### src/rtl/intr_route_pkg.sv
package intr_route_pkg;
  localparam int VecW = 8;
  localparam int WinW = 32;
  localparam int IdxW = 8;
  localparam int SelW = 6;

  // field positions inside an entry low word
  localparam int RpBit   = 14;
  localparam int TrigBit = 15;
  localparam int MaskBit = 16;

  localparam logic [IdxW-1:0] IdxVer     = 8'h01;
  localparam logic [IdxW-1:0] IdxEntBase = 8'h10;
  localparam logic [IdxW-1:0] IdxEoi     = 8'h40;
  localparam logic [7:0]      VerEoiMin  = 8'h20;

  typedef struct packed {
    logic            entWr;
    logic [SelW-1:0] entSel;
    logic            eoiWr;
  } ctrlStrobes_t;
endpackage

### src/rtl/intr_route_ctrl.sv
module intr_route_ctrl
  import intr_route_pkg::*;
#(
  parameter int         NumPins = 4,
  parameter logic [7:0] Version = 8'h20
) (
  input  logic                    clk,
  input  logic                    rstN,
  input  logic                    idxWe,
  input  logic                    dataWe,
  input  logic [WinW-1:0]         wdata,
  input  logic [NumPins*VecW-1:0] entVec,
  input  logic [NumPins-1:0]      entTrig,
  input  logic [NumPins-1:0]      entMask,
  input  logic [NumPins-1:0]      entRp,
  output ctrlStrobes_t            strobes,
  output logic [WinW-1:0]         rdata
);
  localparam logic [IdxW-1:0] EntEnd = IdxEntBase + IdxW'(2 * NumPins);

  logic [IdxW-1:0] idxReg;
  logic [IdxW-1:0] winOff;
  logic            isEnt;
  logic            isLow;
  logic [SelW-1:0] entSel;

  always_ff @(posedge clk) begin
    if (!rstN) idxReg <= '0;
    else if (idxWe) idxReg <= wdata[IdxW-1:0];
  end

  assign winOff = idxReg - IdxEntBase;
  assign isEnt  = (idxReg >= IdxEntBase) && (idxReg < EntEnd);
  assign isLow  = ~winOff[0];
  assign entSel = winOff[SelW:1];

  assign strobes.entWr  = dataWe && isEnt && isLow;
  assign strobes.entSel = entSel;

  generate
    if (Version >= VerEoiMin) begin : g_eoiReg
      assign strobes.eoiWr = dataWe && (idxReg == IdxEoi);
    end else begin : g_noEoiReg
      assign strobes.eoiWr = 1'b0;
    end
  endgenerate

  always_comb begin
    rdata = '0;
    if (idxReg == IdxVer) begin
      rdata[7:0] = Version;
    end else if (isEnt && isLow) begin
      for (int p = 0; p < NumPins; p++) begin
        if (entSel == SelW'(p)) begin
          rdata[VecW-1:0] = entVec[p*VecW +: VecW];
          rdata[RpBit]    = entRp[p];
          rdata[TrigBit]  = entTrig[p];
          rdata[MaskBit]  = entMask[p];
        end
      end
    end
  end
endmodule

### src/rtl/intr_route_entries.sv
module intr_route_entries
  import intr_route_pkg::*;
#(
  parameter int NumPins = 4
) (
  input  logic                    clk,
  input  logic                    rstN,
  input  logic [NumPins-1:0]      pinIn,
  input  ctrlStrobes_t            strobes,
  input  logic [WinW-1:0]         wdata,
  input  logic                    eoiBcValid,
  input  logic [VecW-1:0]         eoiBcVec,
  output logic [NumPins*VecW-1:0] entVec,
  output logic [NumPins-1:0]      entTrig,
  output logic [NumPins-1:0]      entMask,
  output logic [NumPins-1:0]      entRp,
  output logic [NumPins-1:0]      deliverValid,
  output logic [NumPins*VecW-1:0] deliverVec
);
  generate
    for (genvar i = 0; i < NumPins; i++) begin : g_ent
      logic [VecW-1:0] vecQ;
      logic [VecW-1:0] dvecQ;
      logic            trigQ, maskQ, rpQ, prevQ, dvQ;
      logic            wrMe, fire, modeClr, eoiHit;

      assign wrMe    = strobes.entWr && (strobes.entSel == SelW'(i));
      assign fire    = trigQ ? (pinIn[i] && !maskQ && !rpQ)
                             : (pinIn[i] && !prevQ && !maskQ);
      assign modeClr = wrMe && !wdata[TrigBit];
      assign eoiHit  = (eoiBcValid && (eoiBcVec == vecQ)) ||
                       (strobes.eoiWr && (wdata[VecW-1:0] == vecQ));

      always_ff @(posedge clk) begin
        if (!rstN) begin
          vecQ  <= '0;
          trigQ <= 1'b0;
          maskQ <= 1'b1;
          rpQ   <= 1'b0;
          prevQ <= 1'b0;
          dvQ   <= 1'b0;
          dvecQ <= '0;
        end else begin
          prevQ <= pinIn[i];
          dvQ   <= fire;
          if (fire) dvecQ <= vecQ;
          if (modeClr)            rpQ <= 1'b0;
          else if (fire && trigQ) rpQ <= 1'b1;
          else if (eoiHit)        rpQ <= 1'b0;
          if (wrMe) begin
            vecQ  <= wdata[VecW-1:0];
            trigQ <= wdata[TrigBit];
            maskQ <= wdata[MaskBit];
          end
        end
      end

      assign entVec[i*VecW +: VecW]     = vecQ;
      assign entTrig[i]                 = trigQ;
      assign entMask[i]                 = maskQ;
      assign entRp[i]                   = rpQ;
      assign deliverValid[i]            = dvQ;
      assign deliverVec[i*VecW +: VecW] = dvecQ;
    end
  endgenerate
endmodule

### src/rtl/intr_redir_unit.sv
module intr_redir_unit
  import intr_route_pkg::*;
#(
  parameter int         NumPins = 4,
  parameter logic [7:0] Version = 8'h20
) (
  input  logic                    clk,
  input  logic                    rstN,
  input  logic [NumPins-1:0]      pinIn,
  input  logic                    idxWe,
  input  logic                    dataWe,
  input  logic [31:0]             wdata,
  output logic [31:0]             rdata,
  input  logic                    eoiBcValid,
  input  logic [7:0]              eoiBcVec,
  output logic [NumPins-1:0]      deliverValid,
  output logic [NumPins*8-1:0]    deliverVec
);
  ctrlStrobes_t              strobes;
  logic [NumPins*VecW-1:0]   entVec;
  logic [NumPins-1:0]        entTrig;
  logic [NumPins-1:0]        entMask;
  logic [NumPins-1:0]        entRp;

  intr_route_ctrl #(.NumPins(NumPins), .Version(Version)) uCtrl (
    .clk(clk), .rstN(rstN), .idxWe(idxWe), .dataWe(dataWe), .wdata(wdata),
    .entVec(entVec), .entTrig(entTrig), .entMask(entMask), .entRp(entRp),
    .strobes(strobes), .rdata(rdata)
  );

  intr_route_entries #(.NumPins(NumPins)) uEnt (
    .clk(clk), .rstN(rstN), .pinIn(pinIn), .strobes(strobes), .wdata(wdata),
    .eoiBcValid(eoiBcValid), .eoiBcVec(eoiBcVec),
    .entVec(entVec), .entTrig(entTrig), .entMask(entMask), .entRp(entRp),
    .deliverValid(deliverValid), .deliverVec(deliverVec)
  );
endmodule

### config.mk
export PLATFORM = sky130hd
export DESIGN_NAME = intr_redir_unit
export DESIGN_NICKNAME = d
export VERILOG_FILES = /design/src/rtl/intr_route_pkg.sv /design/src/rtl/intr_route_ctrl.sv /design/src/rtl/intr_route_entries.sv /design/src/rtl/intr_redir_unit.sv
export SDC_FILE = /design/constraint.sdc
export NUM_CORES = 1
export LEC_CHECK = 0
export BUFFER_PORTS_ARGS = -buffer_cell sky130_fd_sc_hd__buf_2
export CORE_MARGIN = 2
export CORE_UTILIZATION = 40
export CTS_CLUSTER_DIAMETER = 150
export CTS_CLUSTER_SIZE = 14
export DETAILED_ROUTE_END_ITERATION = 16
export PLACE_DENSITY = 0.76
export SLEW_MARGIN = 5
export SYNTH_ARGS = -nofsm -noshare
export SYNTH_HDL_FRONTEND = slang
export SYNTH_SLANG_ARGS = --single-unit
### constraint.sdc
create_clock -name clk -period 1.8 [get_ports clk]
set_input_delay 0.09 -clock clk [delete_from_list [all_inputs] [get_ports clk]]
set_output_delay 0.09 -clock clk [all_outputs]
set_load 0.01 [all_outputs]
---- Word level (Yosys, flattened, before mapping) ----
Cells that the tools add are included.
W data, S select, Z words.
operators by class
  bitwise operators ....................... 2
  multiplexer cells ....................... 24
  order comparisons ....................... 2
  reduce and logical (&&, ||, !) cells .... 67
  equal/unequal tests ..................... 13
  add/sub/neg operators ................... 1
operators by type and width
  cell                   count
  $eq A8 B8 Y1           8
  $mux W8                6
  $logic_and A1 B1 Y1    41
  $mux W3                6
  $logic_not A1 Y1       13
  $eq A6 B2 Y1 const B   2
  $mux W1                12
  $eq A8 B1 Y1 const B   1
  $eq A8 B7 Y1 const B   1
  $ge A8 B5 Y1 const B   1
  $lt A8 B5 Y1 const B   1
  $reduce_bool A2 Y1     4
  $reduce_or A2 Y1       4
  $sub A7 B5 Y7 const B  1
  $eq A6 B1 Y1 const B   1
  $logic_not A6 Y1       1
  $logic_or A1 B1 Y1     4
  $not A1 Y1             2
word-level totals
  logic and storage cells ................. 138
  output and inout port bits .............. 68
  register bits after elaboration ......... 92

---- Logic depth before layout (Yosys ltp) ----
  depth after elaboration ................. 8
  gate-level depth with buffers ........... 7
  gate-level depth less buffers ........... 6

---- By module ----
From an unflattened synthesis, not the netlist that was laid out.
unflattened totals
  cells, all modules ...................... 519
  area, all modules ....................... 4918.5 um^2
by module, submodules not included
  module              area each (um^2)  instances  cells an instance
  intr_route_entries  3928.8            1          397
  intr_route_ctrl     989.7             1          122

---- Worst setup path before layout ----
OpenSTA, ideal clock, no wires.
  path kind ............................... register to output
  from .................................... register uCtrl.idxReg[4]
  to ...................................... output rdata[16]
  slack ................................... -136 ps
  arrival time ............................ 1846 ps
  cell stages (with the launch flop) ...... 8
  data required time ...................... 1710 ps
  path buffers ............................ 1
  cell sequence ........................... dfxtp_1 -> inv_1 -> ha_1 -> xor2_1 -> or3_1 -> clkbuf_1 -> o22a_1 -> nor3_1
between the ends
  longest elaborated chain between the ends .. 8
RTL lines
  element                 RTL line               text
  start, declared         intr_route_ctrl.sv:21  logic [IdxW-1:0] idxReg;
  start signal, assigned  intr_route_ctrl.sv:29  else if (idxWe) idxReg <= wdata[IdxW-1:0];
  $sub A7 B5 Y7           intr_route_ctrl.sv:32  assign winOff = idxReg - IdxEntBase;
  $logic_not A6 Y1        intr_route_ctrl.sv:54  if (entSel == SelW'(p)) begin
  $mux W3 (4 in a row)    intr_route_ctrl.sv:54
  $mux W3                 intr_route_ctrl.sv:52  end else if (isEnt && isLow) begin
  $mux W3 (*)             intr_route_ctrl.sv:50  if (idxReg == IdxVer) begin
  end, declared           intr_redir_unit.sv:13  output logic [31:0] rdata,
Every way passes the cells marked *; elsewhere a longest branch is shown, timed or not.

---- Worst setup path after layout ----
  from .................................... register uCtrl.idxReg[5]
  to ...................................... output rdata[6]
between the ends
  longest elaborated chain between the ends .. 8
RTL lines
  element               RTL line
  $sub A7 B5 Y7         intr_route_ctrl.sv:32
  $logic_not A6 Y1      intr_route_ctrl.sv:54
  $mux W8 (4 in a row)  intr_route_ctrl.sv:54
  $mux W8               intr_route_ctrl.sv:52
  $mux W8 (*)           intr_route_ctrl.sv:50
Marked as above.

==> flow_summary_export.csv <==
group,metric,value,unit
run_status,outcome,"finished, violations left",
run_status,violations,"setup timing",
timing,hold_violations,0,
drt,drcViolationCount,0,
placement,gp_congestion,0.900,
synthesis,async_reset_ff_frac,0,
synthesis,synth_top_family_by_area,"simple AND/OR/NAND/NOR gates",
clock_network,cts.sinks,92,
setup_path,rrSetupSlack,-0.34,ns
synthesis,synthSimpleGateAreaFrac,0.199,
synthesis,synth_top_cell_by_area,"dfxtp_1",
floorplanning,rows,41,
drt,dr.pass1.iters,6,
worst_hold_path,hp-class,"in -> reg",
layout,fin_util,0.537,
timing,relSlewSlack,0.575,
synthesis,synth_cell_type_count,50,
synthesis,synth_mux_area_frac,0.0917,
floorplanning,fp.dieArea,13500,sq um
floorplanning,io_pins,117,
synthesis,synth_seq_cells,92,
drt,totalWireLength,16600,microns
clock_network,worst_skew_pair.late_latency,0.35,ns
layout,final_cell_area,6690,sq um
pwr,leakage,2.74,nW
drt,first_iter_violations,663,
run,max-cap-violations,0,
worst_hold_path,min_to,"uEnt.g_ent[2].prevQ$_SDFF_PN0_",
setup_path,required,1.71,ns
setup_path,startpoint_type,"register",
layout,drive_above_1_share,0.351,
timing,drv_slew,0,
drt,routedWlPerCell,19.2,microns
clock_network,cts_buffers,9,
timing,timing.fmax,445,MHz
synthesis,yosys-top-cells-area,"dfxtp_1 36%, mux2i_1 8.7%, xnor2_1 7.3%",
floorplanning,initial_core_util,0.405,
global_routing,gr-total-overflow,0,
layout,final_nets,741,
placement,portBuffers,73,
timing,worst_slack,-0.447,ns
worst_hold_path,holdPathStages,2,
synthesis,synth_edf_count,0,
placement,dp_hpwl,10600,microns
setup_path,cp-startpoint,"uCtrl.idxReg[5]$_SDFFE_PN0P_",
synthesis,synth_common_cells,"92 x dfxtp_1, 57 x nor2_1, 51 x clkbuf_1, 44 x mux2i_1, 42 x xnor2_1",
drt,vias_per_cell,5.73,
synthesis,synthFlopType,"dfxtp_1",
clock_network,cts_root_buf,"clkbuf_16",
drt,via_count,4969,
clock_network,htreeDepth,3,
synthesis,synth-xor-area-share,0.115,
synthesis,yosysSeqAreaShare,0.365,
synthesis,synth_top_cell_area_share,0.365,
synthesis,syn-mean-instance-area,8.43,sq um
timing,skew,0.00931,ns
clock_network,clock_path_buffers,2,
layout,num_antenna_cells,0,
setup_path,cp.arrival,2.16,ns
global_routing,grt_pass1_wl,24500,microns
clock_network,clk_pin_slew,0.06,ns
layout,syn2layout_area_growth,32.6,%
timing,finalSetupViolCount,53,
pwr,p_per_area,675,nW/um^2
setup_path,cp_max_fo,3,
setup_path,critPathCaptureType,"output port",
global_routing,grt_pass1_vias,4447,
floorplanning,coreArea,12500,sq um
worst_hold_path,min_from,"pinIn[2]",
floorplanning,die_w,116,microns
placement,dpl_cell_area,5730,sq um
global_routing,antenna_found_initial,0,
floorplanning,die_height,116,microns
global_routing,grt_max_degree,33,
global_routing,track_usage,0.239,
timing,fin_crit_sh,1.25,
timing,rsz0062_at_grt,"true",
synthesis,yosysWarnings,0,
setup_path,rr_worst_depth,5,
synthesis,synth-compound-area-share,0.136,
setup_path,reg2reg_from,"uCtrl.idxReg[5]$_SDFFE_PN0P_",
pwr,vdd_drop_max,458,uV
clock_network,cts_tree,"built",
setup_path,path_class,"reg -> out",
synthesis,synth.most_common_cell,"dfxtp_1",
synthesis,yosys.area_share.adder,0.00496,
timing,max_slew.worst_pin.slew,0.638,ns
timing,min_period,2.25,ns
setup_path,timing.rr.end,"uEnt.g_ent[1].vecQ[2]$_SDFFE_PN0P_",
synthesis,syn-cell-area,5050,sq um
synthesis,postSynthCellCount,599,
drt,ant_nets,0,
cells by family after synthesis:
group,after synthesis
buffers and inverters,88
other,1
adders and majority gates,2
DFF,92
xor gates and xnor gates,66
and+or+nand+nor,189
AOI/OAI and AO/OA,115
muxes,46
cell type report:
class / instances / area, sq um
flip-flops and latches: 92 / 1850
fillers: 1101 / 5770
inverters: 4 / 17.5
clock buffers: 13 / 260
well taps: 172 / 215
multi-input cells: 440 / 3290
repair buffers: 143 / 1040
clock inverters: 3 / 21.3
report_power, final:
part / switching, mW / total, mW / internal (mW)
clock: 0.792 / 1.80 / 1.01
combinational: 0.391 / 0.643 / 0.252
sequential: 0.0166 / 2.07 / 2.05
total: 1.20 / 4.52 / 3.32
how the worst max path moves through the flow:
stage                                        to  slack, ns  depth (start not counted)
4_1_cts                                rdata[7]      -0.40                          8
6_report                               rdata[6]      -0.45                          4
5_1_grt                                rdata[6]      -0.47                          4
2_1_floorplan  uEnt.g_ent[1].trigQ$_SDFFE_PN0P_      -0.05                          6
3_5_place_dp                           rdata[6]      -0.15                          4
3_3_place_gp                           rdata[6]      -0.12                          4
layout by cell type, fill, tap and decap left out, types with 3 or more instances in the layout:
cell type / count
nand3b_1: 4
nor3_1: 10
buf_8: 3
dfxtp_2: 3
xor2_1: 23
dlygate4sd3_1: 3
and3b_1: 4
conb_1: 21
nand3_2: 14
nor3_2: 6
a21oi_1: 20
o22a_1: 9
xnor2_1: 41
clkbuf_16: 9
a21oi_2: 16
nor3_4: 3
a22oi_1: 9
mux2i_1: 44
o21ai_2: 9
nor4_1: 7
nor2_1: 55
dfxtp_1: 88
o31ai_2: 5
nand3_1: 13
buf_2: 72
nand3_4: 4
nand4_1: 29
and2_1: 6
o31ai_1: 4
nor2b_1: 4
o21ai_0: 32
buf_12: 5
or4_4: 4
buf_4: 49
buf_6: 10
nand2_1: 8
flip-flops by register name, indices dropped and copies added (netlist names):
signal,count
uEnt.g_ent.dvecQ,32
uCtrl.idxReg,8
uEnt.g_ent.rpQ,4
uEnt.g_ent.maskQ,4
uEnt.g_ent.prevQ,4
uEnt.g_ent.trigQ,4
uEnt.g_ent.dvQ,4
uEnt.g_ent.vecQ,32
critical path: stages, from the launching register on:
cell	delay (ns)
dfxtp_4	0.36
or4_4	0.55
or4_4	0.56
nor3_4	0.18
buf_2	0.15
per-stage QoR:
stage                     hold slack, ns  total power, mW  setup WS, ns  setup TNS, ns  std cells
after floorplan                    0.212             2.46       -0.0507         -0.455        619
after global placement             0.321             2.62        -0.120          -3.11        829
after detailed placement           0.325             2.63        -0.146          -3.70        829
after CTS                        0.00832             4.48        -0.397         -11.65        866
after global routing              0.0379             4.65        -0.468         -14.83        867
final                             0.0201             4.52        -0.447         -12.74        867
timing repair:
item,CTS,global route
hold endpoints to repair,3,0
hold buffers,3,0
cloned,5,0
resized for setup,71,46
setup endpoints to repair,53,55
setup buffers,14,3
pin swaps,32,15
metal layers:
layer / track usage / part of all wire / vias to the layer above / wire length (microns)
met5: 0 / 0 / - / 0
met4: 0.112 / 0.041 / 0 / 682
met3: 0.0669 / 0.10 / 65 / 1750
met2: 0.375 / 0.45 / 315 / 7550
met1: 0.306 / 0.40 / 2326 / 6660
li1: - / - / 2263 / -
(Power assumes the default switching activity.)
